**src/rtl/psadd_pkg.sv**
```systemverilog
package psadd_pkg;

  // Number of narrow segments that make up one wide lane.
  localparam int unsigned SEGS_PER_WIDE = 2;

  // Strobes passed from control to datapath each cycle.
  typedef struct packed {
    logic capture;  // write the result register this edge
    logic narrow;   // 1: every segment is its own lane
    logic halve;    // 1: arithmetic halving of each lane sum
  } ctrlStrobes_t;

endpackage

```
**src/rtl/psadd_ctrl.sv**
```systemverilog
module psadd_ctrl
  import psadd_pkg::*;
(
  input  logic         clk,
  input  logic         rst,
  input  logic         inValid,
  input  logic         condPass,
  input  logic         sizeSel,
  input  logic         halveSel,
  output ctrlStrobes_t strobes,
  output logic         outValid
);

  logic acceptNow;

  assign acceptNow       = inValid & condPass;
  assign strobes.capture = acceptNow;
  assign strobes.narrow  = sizeSel;
  assign strobes.halve   = halveSel;

  always_ff @(posedge clk) begin
    if (rst) outValid <= 1'b0;
    else     outValid <= acceptNow;
  end

  // valid flag tracks accepted transactions one cycle later
  p_valid_set_r6: assert property (@(posedge clk) disable iff (rst)
    (inValid && condPass) |=> outValid);
  p_valid_clear_r6: assert property (@(posedge clk) disable iff (rst)
    !(inValid && condPass) |=> !outValid);
  // reset clears the valid flag
  p_reset_valid_r8: assert property (@(posedge clk)
    rst |=> !outValid);

endmodule

```
**src/rtl/psadd_dp.sv**
```systemverilog
module psadd_dp
  import psadd_pkg::*;
#(
  parameter int unsigned DATA_W = 32,
  parameter int unsigned SEG_W  = 8
) (
  input  logic              clk,
  input  logic              rst,
  input  ctrlStrobes_t      strobes,
  input  logic [DATA_W-1:0] opA,
  input  logic [DATA_W-1:0] opB,
  output logic [DATA_W-1:0] result
);

  localparam int unsigned NUM_SEG = DATA_W / SEG_W;
  localparam int unsigned WIDE_W  = SEG_W * SEGS_PER_WIDE;

  logic [NUM_SEG-1:0][SEG_W-1:0] segSum;
  logic [NUM_SEG-1:0]            laneTop;   // sign bit of the widened lane sum
  logic [NUM_SEG-1:0][SEG_W-1:0] segHalf;
  logic [DATA_W-1:0]             wrapWord;
  logic [DATA_W-1:0]             halfWord;

  // Segmented carry chain: a carry crosses into a segment only when that
  // segment continues a wide lane.
  always_comb begin
    logic carry;
    logic cin;
    logic [SEG_W-1:0] segA;
    logic [SEG_W-1:0] segB;
    logic [SEG_W:0]   wide;
    carry = 1'b0;
    for (int i = 0; i < int'(NUM_SEG); i++) begin
      segA = opA[i*SEG_W +: SEG_W];
      segB = opB[i*SEG_W +: SEG_W];
      cin  = (strobes.narrow || ((i % SEGS_PER_WIDE) == 0)) ? 1'b0 : carry;
      wide = {1'b0, segA} + {1'b0, segB} + {{SEG_W{1'b0}}, cin};
      segSum[i]  = wide[SEG_W-1:0];
      carry      = wide[SEG_W];
      laneTop[i] = segA[SEG_W-1] ^ segB[SEG_W-1] ^ wide[SEG_W];
    end
  end

  // Halving: shift each segment right, feeding in the neighbour's LSB inside
  // a wide lane, or the lane's extended sign bit at the lane top.
  for (genvar g = 0; g < NUM_SEG; g++) begin : g_half
    logic isLaneTop;
    logic shiftIn;
    if (g == NUM_SEG - 1) begin : g_last
      assign isLaneTop = 1'b1;
      assign shiftIn   = laneTop[g];
    end else begin : g_inner
      assign isLaneTop = strobes.narrow || ((g % SEGS_PER_WIDE) == SEGS_PER_WIDE - 1);
      assign shiftIn   = isLaneTop ? laneTop[g] : segSum[g+1][0];
    end
    assign segHalf[g] = {shiftIn, segSum[g][SEG_W-1:1]};
    assign wrapWord[g*SEG_W +: SEG_W] = segSum[g];
    assign halfWord[g*SEG_W +: SEG_W] = segHalf[g];
  end

  always_ff @(posedge clk) begin
    if (rst)                  result <= '0;
    else if (strobes.capture) result <= strobes.halve ? halfWord : wrapWord;
  end

  // no write without an accepted transaction
  p_hold_r7: assert property (@(posedge clk) disable iff (rst)
    !strobes.capture |=> $stable(result));
  // low wide lane wraps at its own width
  p_wide_wrap_r1: assert property (@(posedge clk) disable iff (rst)
    (strobes.capture && !strobes.narrow && !strobes.halve) |=>
      result[WIDE_W-1:0] == WIDE_W'($past(opA[WIDE_W-1:0]) + $past(opB[WIDE_W-1:0])));
  // low byte lane wraps at its own width
  p_narrow_wrap_r2: assert property (@(posedge clk) disable iff (rst)
    (strobes.capture && strobes.narrow && !strobes.halve) |=>
      result[SEG_W-1:0] == SEG_W'($past(opA[SEG_W-1:0]) + $past(opB[SEG_W-1:0])));
  // average of equal operands is the operand itself, in any lane size
  p_no_overflow_r3: assert property (@(posedge clk) disable iff (rst)
    (strobes.capture && strobes.halve && (opA == opB)) |=> result == $past(opA));
  // reset clears the result
  p_reset_result_r8: assert property (@(posedge clk)
    rst |=> result == '0);

endmodule

```
**src/rtl/packed_sadd.sv**
```systemverilog
module packed_sadd
  import psadd_pkg::*;
#(
  parameter int unsigned DATA_W = 32,
  parameter int unsigned SEG_W  = 8
) (
  input  logic              clk,
  input  logic              rst,
  input  logic              inValid,
  input  logic              condPass,
  input  logic              sizeSel,
  input  logic              halveSel,
  input  logic [DATA_W-1:0] opA,
  input  logic [DATA_W-1:0] opB,
  output logic              resValid,
  output logic [DATA_W-1:0] result
);

  ctrlStrobes_t strobes;

  psadd_ctrl i_ctrl (
    .clk      (clk),
    .rst      (rst),
    .inValid  (inValid),
    .condPass (condPass),
    .sizeSel  (sizeSel),
    .halveSel (halveSel),
    .strobes  (strobes),
    .outValid (resValid)
  );

  psadd_dp #(.DATA_W(DATA_W), .SEG_W(SEG_W)) i_dp (
    .clk     (clk),
    .rst     (rst),
    .strobes (strobes),
    .opA     (opA),
    .opB     (opB),
    .result  (result)
  );

  // an accepted transaction raises valid exactly one cycle later
  p_latency_r5: assert property (@(posedge clk) disable iff (rst)
    $rose(resValid) |-> $past(inValid && condPass));

endmodule

```
**config.mk**
```make
export PLATFORM = sky130hd
export DESIGN_NAME = packed_sadd
export DESIGN_NICKNAME = d
export VERILOG_FILES = /design/src/rtl/psadd_pkg.sv /design/src/rtl/psadd_ctrl.sv /design/src/rtl/psadd_dp.sv /design/src/rtl/packed_sadd.sv
export SDC_FILE = /design/constraint.sdc
export NUM_CORES = 1
export LEC_CHECK = 0
export BUFFER_PORTS_ARGS = -buffer_cell sky130_fd_sc_hd__buf_4
export CAP_MARGIN = 15
export CORE_AREA = 2 2 111 113
export DETAILED_ROUTE_END_ITERATION = 8
export DIE_AREA = 0 0 113 115
export HOLD_SLACK_MARGIN = 0.03
export PLACE_DENSITY = 0.42
export SYNTH_ARGS = -nofsm -noshare
export SYNTH_HDL_FRONTEND = slang
export SYNTH_SLANG_ARGS = --single-unit
```
**constraint.sdc**
```tcl
create_clock -name clk -period 11.97 [get_ports clk]
set_input_delay 2.394 -clock clk [delete_from_list [all_inputs] [get_ports clk]]
set_output_delay 2.394 -clock clk [all_outputs]
set_load 0.005 [all_outputs]
```
# After elaboration in Yosys (flattened, before gate mapping)
# Index checks and enable logic that the tools add are counted.
# Widths: inputs -> output; s select.
classes:
  addsub: 6
  mux: 5
  n_bitwise: 9
op_table:
  columns: ["operator", "n"]
  rows:
  - ["$add 8x8->9", 4]
  - ["$mux 32", 1]
  - ["$add 9x1->9", 2]
  - ["$xor 1x1->1", 8]
  - ["$mux 1", 4]
  - ["$and 1x1->1", 1]
word_totals:
  reg_bits: 33
  in_bits: 70
  output_inout_bits: 33

# Longest topological paths before layout
# Gate-level depths: netlist (run 1).
depth:
  word_depth: 5
  ltp_mapped: 16
  mapped_depth_nobuf: 16

# Hierarchy
# From an unflattened synthesis (run 1), not the netlist that was laid out.
unflattened:
  cells_unflattened: 364
  area_unflattened_um2: 2947.8
modules_own_cells:
  columns: ["module", "n_inst", "cells_per_inst", "area_each_um2", "seq_area_each_um2"]
  rows:
  - ["psadd_dp", 1, 358, 2890.3, 640.6]
  - ["psadd_ctrl", 1, 6, 57.6, 20.0]

# Worst setup path after synthesis (run 1)
# Ideal clock, no wire load.
synth_path:
  kind: "input-to-reg"
  from: "in opA[0]"
  to: "reg i_dp.result[14]"
  setup_time_ns: 0.117
  arrival_ns: 5.597
  required_ns: 11.853
  path_slack_ns: 6.256
  stages: 16
  n_path_buf: 0
  path_cell_list: "ha_1 -> fa_1 -> a211oi_1 -> o21bai_1 -> a21oi_1 -> nor2b_1 -> o21ai_0 -> a21oi_1 -> fa_1 -> fa_1 -> a211oi_2 -> o21bai_1 -> a21oi_2 -> xnor2_1 -> mux2_2 -> a22o_1"
synth_between:
  elab_chain_cells: 4
synth_lines:
  columns: ["element", "line_no", "source"]
  rows:
  - ["start: declaration", "packed_sadd.sv:13", "input logic [DATA_W-1:0] opA,"]
  - ["$add 8x8->9", "psadd_dp.sv:37", "wide = {1'b0, segA} + {1'b0, segB} + {{SEG_W{1'b0}}, cin};"]
  - ["$mux 1", "psadd_dp.sv:36", "cin = (strobes.narrow || ((i % SEGS_PER_WIDE) == 0)) ? 1'b0 : carry;"]
  - ["$add 9x1->9", "psadd_dp.sv:37", null]
  - ["$mux 32", "psadd_dp.sv:63", "else if (strobes.capture) result <= strobes.halve ? halfWord : wrapWord;"]
  - ["end signal: assignment", "psadd_dp.sv:63", null]
  - ["end: declaration", "psadd_dp.sv:12", "output logic [DATA_W-1:0] result"]
# No other way between the ends.
# A chain may end at the register's enable or synchronous reset.

# Worst setup path after layout (run 1)
# Ends and elaborated chain as after synthesis.

==> flow_summary.ini, run 1 <==
[min_path]
hold_class = reg -> reg

[clock_network]
clock_latency_ns = 0.28
cts_setup_buffers = 0
hold_buffers = 0
clk_pin_slew_ns = 0.06
clockBufferDepth = 2
post_cts_resized = 0
numCtsBuffers = 5
cts_sinks = 33
root_buffer = clkbuf_16
tritoncts = done
htree_levels = 2

[place]
pre_cts_ws_ns = 5.89
place.gp.congestion = 0.716
hpwl_um = 6460
place_inst = 591
portBuffers = 102
placed_area_sq_um = 3790

[detailed_routing]
drc_errors = 6
drtIter0Drc = 135
vias = 2899
wl_um = 8480
vias_per_cell = 4.84
firstDrtPassIters = 8
ant_nets = 0
detail_route.wl_per_cell_um = 14.2

[pwr]
vdd_drop_max_uv = 48.8
p_leak_nw = 1.78
pwr_density_cell_nw_per_um2 = 106

[final_layout]
design_area_sq_um = 3960
instances_no_fill = 599
area_growth_pct = 36.9
multi_input_area_sq_um = 2110
drive_gt1_share_pct = 27.7
seqCellArea_sq_um = 661
n_antenna_cell = 0
nets = 557
fill_cells = 1274

[global_route]
antenna_found_initial = 0
grt_pass1_wl_um = 13700
grt.total_usage_pct = 13.1
grt_max_degree = 45
grt_overflow_total = 0
grt_pass1_vias = 2754

[status]
violations = design-rule violations
status = finished with violations

[synth]
ys_seq_elements = 33
ys_warn_count = 0
synth.distinct_cells = 63
synth-edff-count = 0
postSynthAreaPerCell_sq_um = 8.15
ys_seq_area_share_pct = 22.8
syn-num-nets = 461
synth_cells = 355
async_reset_ff_share_pct = 0
ys.flop_type = dfxtp_1
synth_area_sq_um = 2890

[setup_path]
cp_cell_sequence = buf_4 > ha_1 > fa_1 > a211oi_1 > o21bai_1 > a21oi_1 > nor2b_1 > o21ai_0 > a21oi_1 > fa_1 > fa_1 > a211oi_2 > o21bai_1 > a21oi_2 > xnor2_1 > mux2_2 > a22o_1
crit_slowest_cell = fa_1
cp_data_required_time_ns = 12.14
start_kind = primary input
ff2ff_setup_slack_ns = 11.05
critPathMostFrequentCell = fa_1
cp-end-kind = flip-flop
cp_slowest_stage_delay_ns = 0.44
cp_data_arrival_time_ns = 5.99
crit_type = in -> reg
cp_max_fo = 3

[die]
core-area_sq_um = 11800
start_util_pct = 24.5
dieArea_sq_um = 13000
dieHeight_um = 115
num_io_pins = 103
rows = 40
die_x_um = 113

[sta]
final-max-slew-violation-count = 0
setup_viol = 0
fin_worst_skew_ns = 0
finalSetupTns_ns = 0
slew_headroom_pct = 59.0
fin_crit_sh_pct = 48.6
fmax_mhz = 172
fin_crit_ns = 5.81
rsz0062_at_grt = no
tightest_slew_ns = 0.611
setup_slack_ns = 6.16
hold_violations = 0
hold-worst-slack_ns = 0.453

[job]
drv_cap = 0
[metal layers]
layer	up-vias	global-route usage, %	routed length, um
li1	1503	-	-
met1	1324	17.1	3880
met2	69	22.9	4160
met3	3	2.58	412
met4	0	1.95	27
met5	-	0	0
[path summary, 6_finish.rpt]
path / start / end / cells after the start
hold / removal: i_dp.result[17]$_SDFFE_PP0P_ / i_dp.result[17]$_SDFFE_PP0P_ / 2
setup reg to reg: i_dp.result[29]$_SDFFE_PP0P_ / i_dp.result[29]$_SDFFE_PP0P_ / 3
setup / recovery: opA[0] / i_dp.result[14]$_SDFFE_PP0P_ / 17
hold reg to reg: i_dp.result[17]$_SDFFE_PP0P_ / i_dp.result[17]$_SDFFE_PP0P_ / 2
[synth_stat cells (2+ instances only)]
cell type,count,share of area [%]
xor2_1,9,2.7
nand2_1,15,1.9
o21a_1,6,1.6
mux2i_1,7,2.4
buf_2,5,0.86
and2_1,2,0.43
nor3b_1,4,1.0
or3_1,5,1.1
nor3_1,16,2.8
o22ai_1,6,1.3
o21ai_1,3,0.52
a21oi_2,2,0.61
a31oi_1,2,0.43
dfxtp_1,33,23
nor2b_1,5,1.1
a41o_1,2,0.69
a211oi_1,16,4.2
o21bai_1,7,1.8
nand2b_1,5,1.1
inv_1,12,1.6
a21oi_1,28,4.8
nand3_1,5,0.86
a21o_1,8,2.1
fa_1,6,4.2
buf_1,4,0.52
nor2_1,49,6.4
a311oi_1,2,0.61
nor4_1,2,0.43
a22oi_2,2,0.86
ha_1,30,13
clkbuf_1,5,0.65
o21ai_0,12,2.1
xnor2_1,10,3.0
[worst max-delay path: cells and delay by family]
kind            cells  cell delay, ns
xor+xnor            1            0.10
mux                 1            0.27
compound gates      9            1.55
buf+inv             1            0.11
fa+ha+maj           4            1.48
simple gates        1            0.09
[cells in the final DEF (no fill, tap or decap), drive strengths merged, types with 4 or more instances in the layout]
cell type / n
xor2: 9
ha: 30
nor3b: 4
or3: 5
nand2b: 5
a21o: 9
o21bai: 7
o21a: 6
a211oi: 17
o21ai: 15
nand2: 15
xnor2: 10
dfxtp: 33
inv: 13
clkbuf: 7
mux2i: 7
nand3: 5
a21oi: 30
fa: 6
nor3: 16
nor2: 49
nor2b: 5
buf: 104
o22ai: 7
[metrics by stage]
stage	utilization, %	power, W
2_1_floorplan	-	0.000218
3_3_place_gp	32.1	0.000271
3_5_place_dp	32.1	0.000272
4_1_cts	33.5	0.000428
5_1_grt	33.5	0.000450
6_report	33.5	0.000419
[power breakdown]
group / leakage [nW] / internal (W) / total [W] / switching, W
clock: 0.0841 / 0.000104 / 0.000152 / 0.0000482
sequential: 0.271 / 0.000119 / 0.000124 / 0.00000549
combinational: 1.42 / 0.0000712 / 0.000143 / 0.0000718
[final cells by class]
class | count | area share [%]
repair buffers | 104 | 19.7
multi-input cells | 294 | 53.4
clock inverters | 1 | 0.758
well taps | 147 | 4.64
inverters | 13 | 1.23
clock buffers | 7 | 3.60
flip-flops and latches | 33 | 16.7
[kinds of logic (layout without fill, tap and decap cells)]
family                   Yosys count  after routing  synth area share, %
adder cells (fa/ha/maj)           36             36                 17.1
XOR/XNOR                          19             19                 5.75
AND/OR/NAND/NOR                  117            117                 19.8
buffers and inverters             28            125                 4.11
AO/OA/AOI/OAI                    114            114                 27.6
multiplexers                       8              8                 2.81
flip-flops                        33             33                 22.8
[registers in the layout, indices dropped and copies added, names as in the netlist]
| signal | flops |
|---|---|
| i_dp.result | 32 |
| i_ctrl.outValid | 1 |
Power figures use the tool's default switching activity.
==> run 2: changes to the inputs <==
Settings changed: ABC_AREA from default to 1, PLACE_DENSITY 0.42 to 0.44.
Clock period 11.97 ns to 4.7 ns, I/O delays scaled along.
==> run 2 against run 1 <==
  * The flow still finishes with violations (design-rule violations)
  * Critical path depth fell by 2
  * Routed wire length up 4.2%
  * Sequential power grew to 2.5 times the previous value
  * Clock power rose by 130%
  * Synthesized area fell by 0.99%
  * Via count up 5.3%
  * Clock skew did not move
  * Total power up 140%
  * Global-route usage up 0.33 points
  * First-iteration DRC count decreased by 2.2%
  * Utilization fell by 0.54 points
  * Sequential cell count stayed put
==> flow_summary.ini, run 2 <==
[pwr]
p_leak_nw = 2.05
p_clk_share_pct = 34.3
p_seq_share_pct = 31.0
power.net_switching_w = 0.000322
power_w = 0.00101
switching_share_pct = 32.0
p_comb_share_pct = 34.8
vdd_drop_max_uv = 115
pwr_density_cell_nw_per_um2 = 259
internal_power_w = 0.000685

[final_layout]
fill_cells = 1283
largest_reg_flops = 32
multi_input_area_sq_um = 1940
largest-register = i_dp.result
top_regs = i_dp.result x32, i_ctrl.outValid x1
nets = 636
seqCellArea_sq_um = 661
final_cell_mix = nand2_1 (129), buf_4 (103), nand3_1 (67)
n_antenna_cell = 0
final_common_cell = nand2_1
drive_gt1_share_pct = 22.2
area_growth_pct = 36.0

[detailed_routing]
wl_um = 8840
drc_errors = 7
firstDrtPassIters = 6
detail_route.wl_per_cell_um = 13.0
ant_nets = 0
vias = 3054
vias_per_cell = 4.50
drtIter0Drc = 132

[place]
hpwl_um = 6890
pre_cts_ws_ns = 0.894
portBuffers = 102
place.gp.congestion = 0.863

[synth]
synth-edff-count = 0
ys_top_cells_by_area = dfxtp_1 (23%), nand2_1 (17%), ha_1 (13%)
ys_seq_elements = 33
async_reset_ff_share_pct = 0
ys.flop_type = dfxtp_1
ys_seq_area_share_pct = 23.1
synth_top_area_share_pct = 23.1
synth_cells = 436
synth.largest_area_cell = dfxtp_1
syn-num-nets = 542
ys_warn_count = 0
synth_area_sq_um = 2860
synth.most_common_cell = nand2_1
postSynthAreaPerCell_sq_um = 6.57
synth_common_cells = nand2_1 (129), nand3_1 (67), inv_1 (46)
synth.distinct_cells = 31

[clock_network]
cts_sinks = 33
htree_levels = 2
clock_latency_ns = 0.28
clockBufferDepth = 2
hold_buffers = 0
root_buffer = clkbuf_16
post_cts_resized = 0
tritoncts = done
cts_setup_buffers = 0
numCtsBuffers = 5
clk_pin_slew_ns = 0.05

[sta]
hold_violations = 0
setup_viol = 0
fin_worst_skew_ns = 0
rsz0062_at_grt = no
setup_slack_ns = 1.19
final-max-slew-violation-count = 0
tightest_slew_ns = 1.03
finalSetupTns_ns = 0
fmax_mhz = 285
fin_crit_sh_pct = 74.7
slew_headroom_pct = 31.1
fin_crit_ns = 3.51

[global_route]
grt_pass1_vias = 2989
grt.total_usage_pct = 13.4
antenna_found_initial = 0
grt_max_degree = 41
grt_overflow_total = 0
grt_pass1_wl_um = 14300

[die]
dieHeight_um = 115
num_io_pins = 103
start_util_pct = 24.2
rows = 40
die_x_um = 113
core-area_sq_um = 11800
dieArea_sq_um = 13000

[status]
violations = design-rule violations
status = finished with violations

[setup_path]
crit_slowest_cell = fa_1
cp-end-kind = flip-flop
cp_cell_sequence = buf_4 > ha_1 > fa_1 > nand3_1 > nand2_1 > nand2_1 > a21oi_1 > fa_1 > fa_1 > nand3_1 > nand2_1 > xor2_1 > or2_2 > nand3_1 > a21oi_1
cp_slowest_stage_delay_ns = 0.42
start_kind = primary input
crit_type = in -> reg
cp_data_required_time_ns = 4.86
cp_max_fo = 3
cp_data_arrival_time_ns = 3.67
ff2ff_setup_slack_ns = 4.00

[min_path]
hold_class = reg -> reg

[job]
drv_cap = 0
-- run 2: worst max-delay path, delay by kind of cell --
kind,cells,cell delay [ns]
AND/OR/NAND/NOR,7,0.83
AO/OA/AOI/OAI,2,0.17
adder cells (fa/ha/maj),4,1.45
XOR/XNOR,1,0.16
buffers and inverters,1,0.11
-- run 2: path summary, 6_finish.rpt --
| check | from | endpoint | cells after the start |
|---|---|---|---|
| setup / recovery | opA[0] | i_dp.result[12]$_SDFFE_PP0P_ | 15 |
| hold / removal | i_dp.result[13]$_SDFFE_PP0P_ | i_dp.result[13]$_SDFFE_PP0P_ | 2 |
| hold reg to reg | i_dp.result[13]$_SDFFE_PP0P_ | i_dp.result[13]$_SDFFE_PP0P_ | 2 |
| setup reg to reg | i_dp.result[10]$_SDFFE_PP0P_ | i_dp.result[10]$_SDFFE_PP0P_ | 2 |
-- run 2: layout make-up --
type / instances / share of cell area, %
multi-input cells: 340 / 49.9
repair buffers: 103 / 19.8
flip-flops and latches: 33 / 17.0
well taps: 147 / 4.72
inverters: 47 / 4.53
clock buffers: 7 / 3.92
clock inverters: 1 / 0.128
-- run 2: through the flow --
| step | std cells | util (%) | hold WS, ns | area [sq um] |
|---|---|---|---|---|
| 4_1_cts | 678 | 33.0 | 0.470 | 3900 |
| 2_1_floorplan | 436 | - | 0.462 | 2860 |
| 6_report | 678 | 33.0 | 0.467 | 3900 |
| 5_1_grt | 678 | 33.0 | 0.479 | 3900 |
| 3_3_place_gp | 670 | 31.7 | 0.460 | 3740 |
| 3_5_place_dp | 670 | 31.7 | 0.461 | 3740 |
-- run 2: cell families after synthesis --
kind of cell | share of synthesized area [%]
AND/OR/NAND/NOR | 32.8
AO/OA/AOI/OAI | 14.1
buffers and inverters | 9.04
adder cells (fa/ha/maj) | 17.3
flip-flops | 23.1
XOR/XNOR | 3.67
-- run 2: power groups by stage --
stage	registers [W]	clock network (W)	logic, W
final	0.000312	0.000345	0.000350
after global routing	0.000314	0.000368	0.000401
after floorplan	0.000317	0	0.000221
after CTS	0.000312	0.000356	0.000355
after detailed placement	0.000318	0	0.000353
after global placement	0.000318	0	0.000353
-- run 2: layer usage --
metal | vias up | part of all wire (%) | track usage [%]
met3 | 4 | 5.0 | 1.63
li1 | 1633 | - | -
met4 | 0 | 0.45 | 3.17
met2 | 77 | 47 | 23.8
met1 | 1340 | 48 | 17.5
met5 | - | 0 | 0
==> run 3: changes to the inputs <==
Clock period 4.7 ns to 2.8 ns, I/O delays scaled along.
==> run 3 against run 2 <==
  * The run still ends with design-rule violations left
  * Hold slack worse by 0.0030 ns
  * Clock-buffer cell count stayed put
  * Utilization is 4.0 points higher
  * Cell area is 12% higher
  * Critical path depth stayed put
  * Die area stayed put
  * Combinational power is 95% higher
  * Worst setup slack worse by 1.1 ns
  * Total power is 73% higher
  * Clock skew stayed put
  * Non-clock buffer count is 38 higher
  * Largest power group unchanged
==> flow_summary.ini, run 3 (synthesized netlist as in run 2, its figures left out) <==
[clock_network]
hold_buffers = 0
htree_levels = 2
numCtsBuffers = 5
cts_sinks = 33
clk_pin_slew_ns = 0.05
clockBufferDepth = 2
root_buffer = clkbuf_16
tritoncts = done
clock_latency_ns = 0.27

[sta]
tightest_slew_ns = 1.02
fin_crit_sh_pct = 96.4
setup_viol = 0
finalSetupTns_ns = 0
fmax_mhz = 370
fin_crit_ns = 2.70
fin_worst_skew_ns = 0
slew_headroom_pct = 32.1
rsz0062_at_grt = yes
final-max-slew-violation-count = 0
setup_slack_ns = 0.100
hold_violations = 0

[final_layout]
final_common_cell = buf_4
seqCellArea_sq_um = 661
fill_cells = 1308
drive_gt1_share_pct = 32.7
largest-register = i_dp.result
final_cell_mix = buf_4 (137), nand2_1 (119), nand3_1 (63)
largest_reg_flops = 32
area_growth_pct = 52.5
top_regs = i_dp.result x32, i_ctrl.outValid x1
n_antenna_cell = 0
instances_no_fill = 715
final_util_pct = 37.0
multi_input_area_sq_um = 2130
nets = 674
design_area_sq_um = 4370

[setup_path]
cp.buffers_inverters = 1
critical_path.top_delay_family = adder cells
crit_type = in -> reg
cp_slowest_stage_delay_ns = 0.41
cp_cell_sequence = buf_6 > ha_4 > fa_2 > nand3_2 > nand2_2 > nand2_2 > a21oi_2 > fa_2 > fa_2 > nand3_2 > nand2_2 > xor2_1 > or2_4 > nand3_2 > a21oi_1
cp_data_required_time_ns = 2.96
cp_data_arrival_time_ns = 2.86
start_kind = primary input
cp-end-kind = flip-flop
crit_slowest_cell = fa_2
cp_max_fo = 2

[pwr]
p_leak_nw = 2.23
power.net_switching_w = 0.000550
internal_power_w = 0.00119
p_clk_share_pct = 31.0
p_seq_share_pct = 30.0
vdd_drop_max_uv = 212
switching_share_pct = 31.6
p_comb_share_pct = 39.0
pwr_density_cell_nw_per_um2 = 399

[detailed_routing]
firstDrtPassIters = 6
ant_nets = 0
met3_length_um = 459
vias = 3149
vias_per_cell = 4.40
drc_errors = 7
drtIter0Drc = 130
wl_um = 8530
drt-met1-wl_um = 4050
detail_route.wl_per_cell_um = 11.9
top_layer = met4
met2_length_um = 3910

[die]
num_io_pins = 103
rows = 40
start_util_pct = 24.2
dieHeight_um = 115
dieArea_sq_um = 13000
core-area_sq_um = 11800
die_x_um = 113

[global_route]
antenna_found_initial = 0
grt_pass1_wl_um = 13800
grt_pass1_vias = 2988
grt_overflow_total = 0
grt_max_degree = 36
grt.total_usage_pct = 13.0

[status]
violations = design-rule violations
status = finished with violations

[place]
place.gp.congestion = 0.835
pre_cts_ws_ns = -0.294
portBuffers = 102
placed_area_sq_um = 4090
hpwl_um = 6550
place_inst = 702

[min_path]
hold_class = reg -> reg

[job]
drv_cap = 0
-- run 3: changes by cell type in the layout (fill, tap and decap cells not counted), sizes merged --
cell and change:
buf +38, clkinv -1
-- run 3: what timing repair did --
item	4_1_cts	5_1_grt
gates resized for setup	0	19
setup buffers	0	6
setup endpoints to repair	1	10
pin swaps	1	21
-- run 3: tightest hold or removal path, stage by stage (launching register included) --
cell and delay [ns]:
dfxtp_1 0.30, nand2_1 0.06, a21oi_1 0.05
-- run 3: metrics by stage --
step,power (W),hold WS (ns)
final,0.00174,0.464
after floorplan,0.000920,0.462
after global placement,0.00119,0.457
after detailed placement,0.00119,0.461
after CTS,0.00175,0.469
after global routing,0.00188,0.494
-- run 3: cell type report --
cell class              instances  area share (%)
multi-input cells             340            48.8
repair buffers                141            24.6
inverters                      47            4.04
clock buffers                   7            3.27
well taps                     147            4.21
flip-flops and latches         33            15.1
-- run 3: metal layers --
metal | global-route usage [%] | vias to the layer above
li1 | - | 1703
met5 | 0 | -
met4 | 3.66 | 0
met2 | 21.9 | 61
met1 | 17.0 | 1379
met3 | 2.42 | 6
-- run 3: worst paths after layout --
path,slack (ns),cells past startpoint,startpoint,end
hold reg to reg,0.46,2,i_dp.result[7]$_SDFFE_PP0P_,i_dp.result[7]$_SDFFE_PP0P_
setup / recovery,0.10,15,opB[0],i_dp.result[12]$_SDFFE_PP0P_
hold / removal,0.46,2,i_dp.result[7]$_SDFFE_PP0P_,i_dp.result[7]$_SDFFE_PP0P_
setup reg to reg,2.08,2,i_dp.result[18]$_SDFFE_PP0P_,i_dp.result[18]$_SDFFE_PP0P_
-- run 3: power by group through the flow --
stage          sequential (W)  clock, W  combinational, W
2_1_floorplan        0.000532         0          0.000388
3_3_place_gp         0.000533         0          0.000655
3_5_place_dp         0.000534         0          0.000656
4_1_cts              0.000524  0.000561          0.000662
5_1_grt              0.000528  0.000572          0.000779
6_report             0.000523  0.000540          0.000681
